--- config.mk ---
export PLATFORM = sky130hd
export DESIGN_NAME = sinc_decimator
export DESIGN_NICKNAME = d
export VERILOG_FILES = /design/src/rtl/sinc_decim_pkg.sv /design/src/rtl/sinc_word_timer.sv /design/src/rtl/sinc3_core.sv /design/src/rtl/sinc1_core.sv /design/src/rtl/sinc_decimator.sv
export SDC_FILE = /design/constraint.sdc
export NUM_CORES = 1
export LEC_CHECK = 0
export BUFFER_PORTS_ARGS = -buffer_cell sky130_fd_sc_hd__buf_2
export CAP_MARGIN = 20
export CELL_PAD_IN_SITES_DETAIL_PLACEMENT = 1
export CELL_PAD_IN_SITES_GLOBAL_PLACEMENT = 1
export CORE_MARGIN = 4
export CORE_UTILIZATION = 50
export DETAILED_ROUTE_END_ITERATION = 7
export GPL_TIMING_DRIVEN = 0
export PLACE_DENSITY_LB_ADDON = 0.1
export SLEW_MARGIN = 20
export SYNTH_ARGS = -nofsm -noshare
export SYNTH_HDL_FRONTEND = slang
export SYNTH_SLANG_ARGS = --single-unit
--- constraint.sdc ---
create_clock -name clk -period 13.05 [get_ports clk]
set_input_delay 0.6525 -clock clk [delete_from_list [all_inputs] [get_ports clk]]
set_output_delay 0.6525 -clock clk [all_outputs]
set_load 0.01 [all_outputs]
--- src/rtl/sinc_decim_pkg.sv ---
package sinc_decim_pkg;

  // Accumulator width that keeps a wrapping third-order chain exact.
  function automatic int acc_width(input int nw);
    return 1 + 3 * nw;
  endfunction

  // Which source feeds the output register on a given cycle.
  typedef enum logic [1:0] {
    SRC_NONE  = 2'd0,
    SRC_SINC3 = 2'd1,
    SRC_SINC1 = 2'd2,
    SRC_RAW   = 2'd3
  } word_src_e;

  // Words needed after a restart before data may be presented.
  localparam int SETTLE_SINC3 = 3;
  localparam int SETTLE_SINC1 = 1;

endpackage

--- src/rtl/sinc_word_timer.sv ---
module sinc_word_timer #(
  parameter int NW = 8
) (
  input  logic          clk,
  input  logic          rst_n,
  input  logic          sample_en,
  input  logic [NW-1:0] decim_n,
  input  logic          fast_mode,
  output logic [NW-1:0] n_act,
  output logic          fast_act,
  output logic          restart,
  output logic          dump,
  output logic          word_ok
);
  import sinc_decim_pkg::*;

  localparam logic [NW-1:0] N_MIN = NW'(2);
  localparam logic [1:0]    W_SAT = 2'(SETTLE_SINC3);

  logic [NW-1:0] n_eff;
  logic [NW-1:0] cnt_q;
  logic [1:0]    words_q;
  logic          fast_q;
  logic          last;

  assign n_eff    = (decim_n < N_MIN) ? N_MIN : decim_n;
  assign restart  = (n_eff != n_act) || (fast_mode != fast_q);
  assign last     = (cnt_q == (n_act - NW'(1)));
  assign dump     = sample_en && !restart && last;
  assign fast_act = fast_q;

  // The word being completed is number words_q+1 since the restart.
  assign word_ok = dump && (fast_q ? (words_q >= 2'(SETTLE_SINC1 - 1))
                                   : (words_q >= 2'(SETTLE_SINC3 - 1)));

  always_ff @(posedge clk) begin
    if (!rst_n) begin
      n_act   <= N_MIN;
      fast_q  <= 1'b0;
      cnt_q   <= '0;
      words_q <= '0;
    end else if (restart) begin
      n_act   <= n_eff;
      fast_q  <= fast_mode;
      cnt_q   <= '0;
      words_q <= '0;
    end else if (sample_en) begin
      if (last) begin
        cnt_q <= '0;
        if (words_q != W_SAT) words_q <= words_q + 2'd1;
      end else begin
        cnt_q <= cnt_q + NW'(1);
      end
    end
  end

  AST_CNT_RANGE: assert property (@(posedge clk) disable iff (!rst_n)
    cnt_q < n_act) else $error("word position outside N");

  AST_IDLE_HOLD: assert property (@(posedge clk) disable iff (!rst_n)
    (!sample_en && !restart) |=> ($stable(cnt_q) && $stable(words_q)))
    else $error("idle cycle moved word timing");

endmodule

--- src/rtl/sinc3_core.sv ---
module sinc3_core #(
  parameter int AW = 25
) (
  input  logic                 clk,
  input  logic                 rst_n,
  input  logic                 clr,
  input  logic                 en,
  input  logic                 dump,
  input  logic                 x_bit,
  output logic signed [AW-1:0] word
);
  localparam int ORDER = 3;

  logic signed [AW-1:0] x;
  logic signed [AW-1:0] integ_q [ORDER];
  logic signed [AW-1:0] integ_n [ORDER];
  logic signed [AW-1:0] dly_q   [ORDER];
  logic signed [AW-1:0] comb_n  [ORDER];

  assign x = x_bit ? AW'(1) : -AW'(1);

  // Integrators at sample rate; differentiators evaluated on the dump sample.
  always_comb begin
    integ_n[0] = integ_q[0] + x;
    for (int k = 1; k < ORDER; k++) integ_n[k] = integ_q[k] + integ_n[k-1];
    comb_n[0] = integ_n[ORDER-1] - dly_q[0];
    for (int k = 1; k < ORDER; k++) comb_n[k] = comb_n[k-1] - dly_q[k];
  end

  assign word = comb_n[ORDER-1];

  always_ff @(posedge clk) begin
    if (!rst_n || clr) begin
      for (int k = 0; k < ORDER; k++) begin
        integ_q[k] <= '0;
        dly_q[k]   <= '0;
      end
    end else if (en) begin
      for (int k = 0; k < ORDER; k++) integ_q[k] <= integ_n[k];
      if (dump) begin
        dly_q[0] <= integ_n[ORDER-1];
        for (int k = 1; k < ORDER; k++) dly_q[k] <= comb_n[k-1];
      end
    end
  end

endmodule

--- src/rtl/sinc1_core.sv ---
module sinc1_core #(
  parameter int NW = 8,
  parameter int AW = 25
) (
  input  logic                 clk,
  input  logic                 rst_n,
  input  logic                 clr,
  input  logic                 en,
  input  logic                 dump,
  input  logic                 x_bit,
  input  logic [NW-1:0]        n_act,
  output logic signed [AW-1:0] word
);
  logic signed [AW-1:0] x;
  logic signed [AW-1:0] acc_q;
  logic signed [AW-1:0] acc_n;
  logic signed [AW-1:0] n_s;

  assign x     = x_bit ? AW'(1) : -AW'(1);
  assign acc_n = acc_q + x;
  assign n_s   = AW'(n_act);
  // Scale by N*N so full scale matches the third-order word.
  assign word  = acc_n * n_s * n_s;

  always_ff @(posedge clk) begin
    if (!rst_n || clr) begin
      acc_q <= '0;
    end else if (en) begin
      acc_q <= dump ? '0 : acc_n;
    end
  end

  AST_SINC1_BOUND: assert property (@(posedge clk) disable iff (!rst_n)
    (acc_q <= n_s) && (acc_q >= -n_s))
    else $error("dump accumulator beyond one word");

endmodule

--- src/rtl/sinc_decimator.sv ---
module sinc_decimator #(
  parameter  int NW = 8,
  localparam int AW = 1 + 3 * NW
) (
  input  logic          clk,
  input  logic          rst_n,
  input  logic          mod_valid,
  input  logic          mod_bit,
  input  logic [NW-1:0] decim_n,
  input  logic          fast_mode,
  input  logic          bypass,
  output logic          out_valid,
  input  logic          out_ready,
  output logic [AW-1:0] out_data
);
  import sinc_decim_pkg::*;

  logic [NW-1:0]        n_act;
  logic                 fast_act;
  logic                 restart;
  logic                 dump;
  logic                 word_ok;
  logic                 core_en;
  logic signed [AW-1:0] s3_word;
  logic signed [AW-1:0] s1_word;
  word_src_e            src;
  logic                 new_word;
  logic [AW-1:0]        next_data;

  sinc_word_timer #(.NW(NW)) timer_u (
    .clk(clk), .rst_n(rst_n), .sample_en(mod_valid),
    .decim_n(decim_n), .fast_mode(fast_mode),
    .n_act(n_act), .fast_act(fast_act), .restart(restart),
    .dump(dump), .word_ok(word_ok)
  );

  assign core_en = mod_valid && !restart;

  sinc3_core #(.AW(AW)) s3_u (
    .clk(clk), .rst_n(rst_n), .clr(restart), .en(core_en),
    .dump(dump), .x_bit(mod_bit), .word(s3_word)
  );

  sinc1_core #(.NW(NW), .AW(AW)) s1_u (
    .clk(clk), .rst_n(rst_n), .clr(restart), .en(core_en),
    .dump(dump), .x_bit(mod_bit), .n_act(n_act), .word(s1_word)
  );

  always_comb begin
    if (bypass && core_en)  src = SRC_RAW;
    else if (bypass)        src = SRC_NONE;
    else if (word_ok)       src = fast_act ? SRC_SINC1 : SRC_SINC3;
    else                    src = SRC_NONE;
  end

  always_comb begin
    unique case (src)
      SRC_RAW:   next_data = {{(AW-1){1'b0}}, mod_bit};
      SRC_SINC1: next_data = s1_word;
      SRC_SINC3: next_data = s3_word;
      default:   next_data = out_data;
    endcase
  end

  assign new_word = (src != SRC_NONE);

  always_ff @(posedge clk) begin
    if (!rst_n) begin
      out_valid <= 1'b0;
      out_data  <= '0;
    end else if (restart) begin
      out_valid <= 1'b0;
    end else if (new_word) begin
      out_valid <= 1'b1;
      out_data  <= next_data;
    end else if (out_ready) begin
      out_valid <= 1'b0;
    end
  end

  AST_HOLD_UNREAD: assert property (@(posedge clk) disable iff (!rst_n)
    (out_valid && !out_ready && !new_word && !restart) |=> (out_valid && $stable(out_data)))
    else $error("unread word lost");

  AST_RESTART_DROP: assert property (@(posedge clk) disable iff (!rst_n)
    restart |=> !out_valid) else $error("valid survived restart");

  AST_RAW_PASS: assert property (@(posedge clk) disable iff (!rst_n)
    (bypass && mod_valid && !restart) |=>
      (out_valid && (out_data == {{(AW-1){1'b0}}, $past(mod_bit)})))
    else $error("raw bit not presented");

endmodule

==> results of run 1 <==
[stage by stage]
step	TNS, ns	power, uW	std cells	setup WS (ns)
final	0	7520	3781	0.538
after global routing	-0.00944	8250	3781	-0.00944
after CTS	0	7500	3777	0.0203
after detailed placement	-0.489	6550	3727	-0.489
after global placement	-3.16	6340	3723	-1.43
after floorplan	0	4750	2997	1.39
[path summary, 6_finish.rpt]
path                                                  start                       endpoint  slack (ns)
worst max-delay path             s1_u.acc_q[0]$_SDFFE_PP0P_      out_data[24]$_SDFFE_PN0P_        0.54
worst min-delay path                              fast_mode  timer_u.fast_act$_SDFFE_PN0P_        0.32
worst max register to register   s1_u.acc_q[0]$_SDFFE_PP0P_      out_data[24]$_SDFFE_PN0P_        0.54
worst min register to register  s1_u.acc_q[12]$_SDFFE_PP0P_    s1_u.acc_q[12]$_SDFFE_PP0P_        0.48
[power by group through the flow]
stage,Sequential (uW),Clock [uW],Combinational (uW)
floorplan,754,0,4000
global placement,755,0,5590
detailed placement,755,0,5790
CTS,740,862,5890
global route,740,891,6620
finish,740,844,5940
[cells by family (layout without fill, tap and decap cells)]
family                   Yosys count  in the layout
AND/OR/NAND/NOR                  957            957
multiplexers                       1              1
buffers and inverters            524            620
AO/OA/AOI/OAI                    566            566
flip-flops                       220            220
adder cells (fa/ha/maj)          508            508
XOR/XNOR                         221            221
[metal layers]
metal / GRT usage [%] / wire length (um) / up-vias
met5: 0 / 18 / -
li1: - / - / 10100
met1: 32.2 / 31300 / 10900
met4: 8.43 / 2680 / 2
met3: 2.90 / 2640 / 140
met2: 48.1 / 38600 / 327
[cell usage in the layout, fill, tap and decap left out, types with 10 or more instances in the layout]
master / synthesis / layout
a21boi_1: 11 / 11
buf_2: 6 / 44
a31oi_1: 17 / 17
nand3_1: 40 / 39
o21a_1: 36 / 36
edfxtp_1: 150 / 150
fa_1: 235 / 235
nand2b_1: 18 / 18
nor2b_1: 40 / 40
nor2_1: 223 / 223
nand2_1: 256 / 256
inv_1: 434 / 432
xnor2_2: 1 / 10
dfxtp_1: 70 / 70
a21oi_1: 155 / 154
ha_1: 273 / 273
clkbuf_1: 80 / 83
a22o_1: 16 / 16
o21ai_0: 76 / 76
a211oi_1: 19 / 18
and2_1: 224 / 224
xnor2_1: 146 / 135
a21o_1: 59 / 59
o31ai_1: 10 / 10
o21bai_1: 28 / 28
a22oi_1: 26 / 26
or3_1: 21 / 21
nor3_1: 41 / 41
and3_1: 64 / 64
o21ai_1: 26 / 26
nand4_1: 15 / 15
clkbuf_16: 0 / 29
xor2_1: 66 / 61
[worst max-delay path: cells and delay by family (launching register included)]
family	cells	cell delay (ns)
AOI/OAI and AO/OA	14	2.84
xor gates and xnor gates	3	1.18
buffers and inverters	8	0.91
DFF	1	0.41
adders and majority gates	11	5.42
and+or+nand+nor	9	1.62
[registers in the layout, summed over array words and instances (netlist names)]
signal            count
out_valid             1
timer_u.fast_act      1
s1_u.acc_q           25
timer_u.n_act         8
out_data             25
s3_u.integ_q         75
timer_u.cnt_q         8
s3_u.dly_q           75
timer_u.words_q       2
[repair_timing]
action	4_1_cts	5_1_grt
gates resized for setup	5	18
pin swaps	0	2
hold buffers	0	0
hold endpoints to repair	0	0
setup buffers	0	4
endpoints found under the setup margin	1	1
[layout make-up]
cell class | count | area share, %
sequential | 220 | 20.4
timing repair buffer | 46 | 1.04
inverter | 435 | 5.67
clock inverter | 17 | 0.840
clock buffer | 33 | 2.56
buffer | 89 | 1.19
tap | 688 | 2.98
multi-input combinational | 2253 | 65.3
==> results.toml, run 1 <==
[outcome]
status = "finished, final reports clean"

[synthesis]
synth_most_common_cell = "inv_1"
yosysTopAreaCell = "fa_1"
synth_common_cells = "inv_1, ha_1, nand2_1"
synth_top_area_share_pct = 17.7
netlist_instances = 2997
syn_avg_cell_area_um2 = 8.86
yosys.area_share.adder_pct = 30.6
ys_seq_area_share_pct = 22.2
synthSimpleGateAreaFrac_pct = 17.8
ys_types = 77
syn_nets = 3520
synth_xor_area_share_pct = 7.71
synth.cell_area_um2 = 26600
async_flop_share_pct = 0
synthFlopType = "edfxtp_1"
synth_mux_area_share_pct = 0.0377
ys_warn_count = 0
synth.top_cells.by_area = "fa_1, edfxtp_1, ha_1"
synth_edf_count = 150
synth_compound_area_share_pct = 14.2
synth_top_family_by_area = "adder cells"
synth_seq_cells = 220

[die]
rows = 84
core-area_um2 = 52600
die_w_um = 238
die_h_um = 238
start_util_pct = 50.5
io_pins = 41
dieArea_um2 = 56900

[global_routing]
grt_pass1_wl_um = 122000
grt_max_degree = 43
grt_remaining_overflow = 0
grt_usage_pct = 26.2
antenna_found_initial = 2
grt_pass1_vias = 23400

[power_and_ir_drop]
p_comb_share_pct = 78.9
p_int_uw = 3600
pwr_density_cell_nw_per_um2 = 260
p_clk_share_pct = 11.2
max-vdd-ir-drop_uv = 598
pwr-share-seq_pct = 9.8
switchingPower_uw = 3930
switching_share_pct = 52.2
p_leak_uw = 0.0136

[route]
drt_iter0_drc = 886
drc = 0
ant_nets = 0
wl_per_cell_um = 19.9
routed_wl_um = 75300
vias_per_cell = 5.68
via_count = 21500
firstDrtPassIters = 5

[final_layout]
multi_input_area_um2 = 18900
n_antenna_cell = 0
area_growth_pct = 8.80
drive_gt1_share_pct = 4.33
stdcell_area_um2 = 28900
regArea_um2 = 5910
nets = 3596
fillers = 6170
finish.utilization_pct = 55.0

[timing]
finalSetupViolations = 0
clock-skew-final_ns = 0.0171
fin_crit_sh_pct = 95.9
period_minus_slack_ns = 12.51
fmax_ghz = 0.0799
tightest_slew_ns = 1.12
holdWs_ns = 0.324
slew_viol_final = 0
slew_headroom_pct = 23.5
final_hold_viol_count = 0

[min_path]
hold_depth = 2
holdCritPathClass = "in -> reg"

[worst_setup_path]
crit_required_ns = 13.48
crit_path_max_fanout = 10
worstSetupEndpointType = "flip-flop"
path_class = "reg -> reg"
cp_data_arrival_time_ns = 12.94
max_stage_delay_ns = 0.57
cp_slowest_cell = "fa_1"
path_common_cell = "fa_1"
r2r_cells = 45
worstSetupStartpointType = "flip-flop"

[clock_network]
clock-sinks = 220
clkTransAtPathRegs_ns = 0.06
clk_latency_ns = 0.56
cts_tree = "built"
cts_buffer_depth = 3
clockRootBuffer = "clkbuf_16"
cts_htree_levels = 1
cts-buffers-inserted = 28

[placed_design]
hpwl_um = 60500
place_area_um2 = 27700
portBuffers = 38
gp_congestion = 0.894

[job]
max_cap_violations = 0
Power figures use the tool's default switching activity.
==> inputs of run 2 (changes only) <==
--- a/config.mk
+++ b/config.mk
@@ -10,10 +10,12 @@
 export CELL_PAD_IN_SITES_DETAIL_PLACEMENT = 1
 export CELL_PAD_IN_SITES_GLOBAL_PLACEMENT = 1
 export CORE_MARGIN = 4
-export CORE_UTILIZATION = 50
+export CORE_UTILIZATION = 51
 export DETAILED_ROUTE_END_ITERATION = 7
 export GPL_TIMING_DRIVEN = 0
+export HOLD_SLACK_MARGIN = 0.15
 export PLACE_DENSITY_LB_ADDON = 0.1
+export RECOVER_POWER = 100
 export SLEW_MARGIN = 20
 export SYNTH_ARGS = -nofsm -noshare
 export SYNTH_HDL_FRONTEND = slang
==> results.toml, run 2 (synthesized netlist as in run 1, its figures left out) <==
[outcome]
status = "finished, violations left"
violations = "capacitance limit, slew limit"

[route]
drc = 0
wl_per_cell_um = 20.3
via_count = 21400
drt_iter0_drc = 1035
vias_per_cell = 5.69
firstDrtPassIters = 5
ant_nets = 0
routed_wl_um = 76500

[worst_setup_path]
reg2reg_slack_ns = 0.63
cp_data_arrival_time_ns = 12.85
cp_slowest_cell = "fa_1"
worst-path-buf-inv = 8
crit_family = "adder cells"
worstSetupEndpointType = "flip-flop"
max_stage_delay_ns = 0.55
crit_path_max_fanout = 10
path_common_cell = "fa_1"
path_class = "reg -> reg"
r2r-start = "s1_u.acc_q[0]$_SDFFE_PP0P_"
crit_required_ns = 13.49
worstSetupStartpointType = "flip-flop"
cp-startpoint = "s1_u.acc_q[0]$_SDFFE_PP0P_"

[clock_network]
clk_latency_ns = 0.57
cts_tree = "built"
cts_buffer_depth = 3
clkTransAtPathRegs_ns = 0.06
clock-sinks = 220
cts_htree_levels = 1
cts-buffers-inserted = 26
clockRootBuffer = "clkbuf_16"

[die]
rows = 83
core-area_um2 = 51400
dieArea_um2 = 55800
die_h_um = 236
start_util_pct = 51.7
io_pins = 41
die_w_um = 236

[global_routing]
grt_pass1_wl_um = 125000
antenna_found_initial = 2
grt_max_degree = 55
grt_usage_pct = 27.2
grt_pass1_vias = 23800
grt_remaining_overflow = 0

[timing]
tightest_slew_ns = 3.11
final_hold_viol_count = 0
slew_headroom_pct = -108
finalSetupViolations = 0
holdWs_ns = 0.332
clock-skew-final_ns = 0.0253
slew_viol_final = 118
fin_crit_sh_pct = 95.1
fmax_ghz = 0.0805
finalSetupTns_ns = 0
period_minus_slack_ns = 12.42

[final_layout]
drive_gt1_share_pct = 2.95
finish.utilization_pct = 55.8
fillers = 6058
area_growth_pct = 8.00
final_common_cell = "inv_1"
largest_registers = "s3_u.dly_q x75, s3_u.integ_q x75"
nets = 3592
most-common-layout-cells = "inv_1, ha_1, nand2_1"

[placed_design]
portBuffers = 38
gp_congestion = 0.904
hpwl_um = 61300

[min_path]
holdCritPathClass = "in -> reg"
min_from = "fast_mode"

[power_and_ir_drop]
p_leak_uw = 0.0134
max-vdd-ir-drop_uv = 560
pwr_density_cell_nw_per_um2 = 265

[job]
max_cap_violations = 3
run 2: cell type report:
type                       count  area (um2)  share of cell area, %
multi-input combinational   2253       18800                   65.4
sequential                   220        5910                   20.6
inverter                     435        1640                   5.71
tap                          680         851                   2.97
clock buffer                  37         782                   2.73
buffer                        89         343                   1.20
clock inverter                11         208                  0.724
timing repair buffer          44         188                  0.654
antenna                        1        2.50                0.00872
run 2: path summary, 6_finish.rpt:
| check | cells past startpoint | to |
|---|---|---|
| setup / recovery | 45 | out_data[24]$_SDFFE_PN0P_ |
| hold reg to reg | 2 | s1_u.acc_q[12]$_SDFFE_PP0P_ |
| setup reg to reg | 45 | out_data[24]$_SDFFE_PN0P_ |
| hold / removal | 2 | timer_u.fast_act$_SDFFE_PN0P_ |
run 2: metrics by stage:
step | std cells | total power (uW) | area [um2] | worst slack [ns]
finish | 3770 | 7600 | 28700 | 0.634
global route | 3769 | 8330 | 28700 | -0.119
CTS | 3767 | 7580 | 28700 | 0.0263
detailed placement | 3719 | 6600 | 27700 | -0.561
global placement | 3715 | 6340 | 27600 | -1.38
floorplan | 2997 | 4750 | 26600 | 1.39
run 2: worst reg2reg max path: cells and delay by family (launching register included):
| family | cells | cell delay, ns |
|---|---|---|
| adders and majority gates | 11 | 5.40 |
| AOI/OAI and AO/OA | 14 | 2.91 |
| and+or+nand+nor | 9 | 1.61 |
| xor gates and xnor gates | 3 | 1.08 |
| buffers and inverters | 8 | 0.90 |
| DFF | 1 | 0.41 |
run 2: timing repair:
action                                 in CTS  in global routing
resized for setup                           5                 18
setup buffers                               0                  2
setup endpoints to repair                   1                  1
pin swaps                                   0                  1
endpoints found under the hold margin       0                  0
hold buffers                                0                  0
run 2: layer usage:
metal  global-route usage [%]  wire length [um]
met5                        0                13
met4                     8.16              2470
met3                     2.56              2560
met2                     51.0             40000
met1                     33.0             31500
run 2: report_power, final:
group / switching (uW) / internal (uW) / total [uW] / leakage, uW
clock: 320 / 535 / 855 / 0.000489
combinational: 3660 / 2340 / 6010 / 0.0105
sequential: 2.17 / 738 / 740 / 0.00242
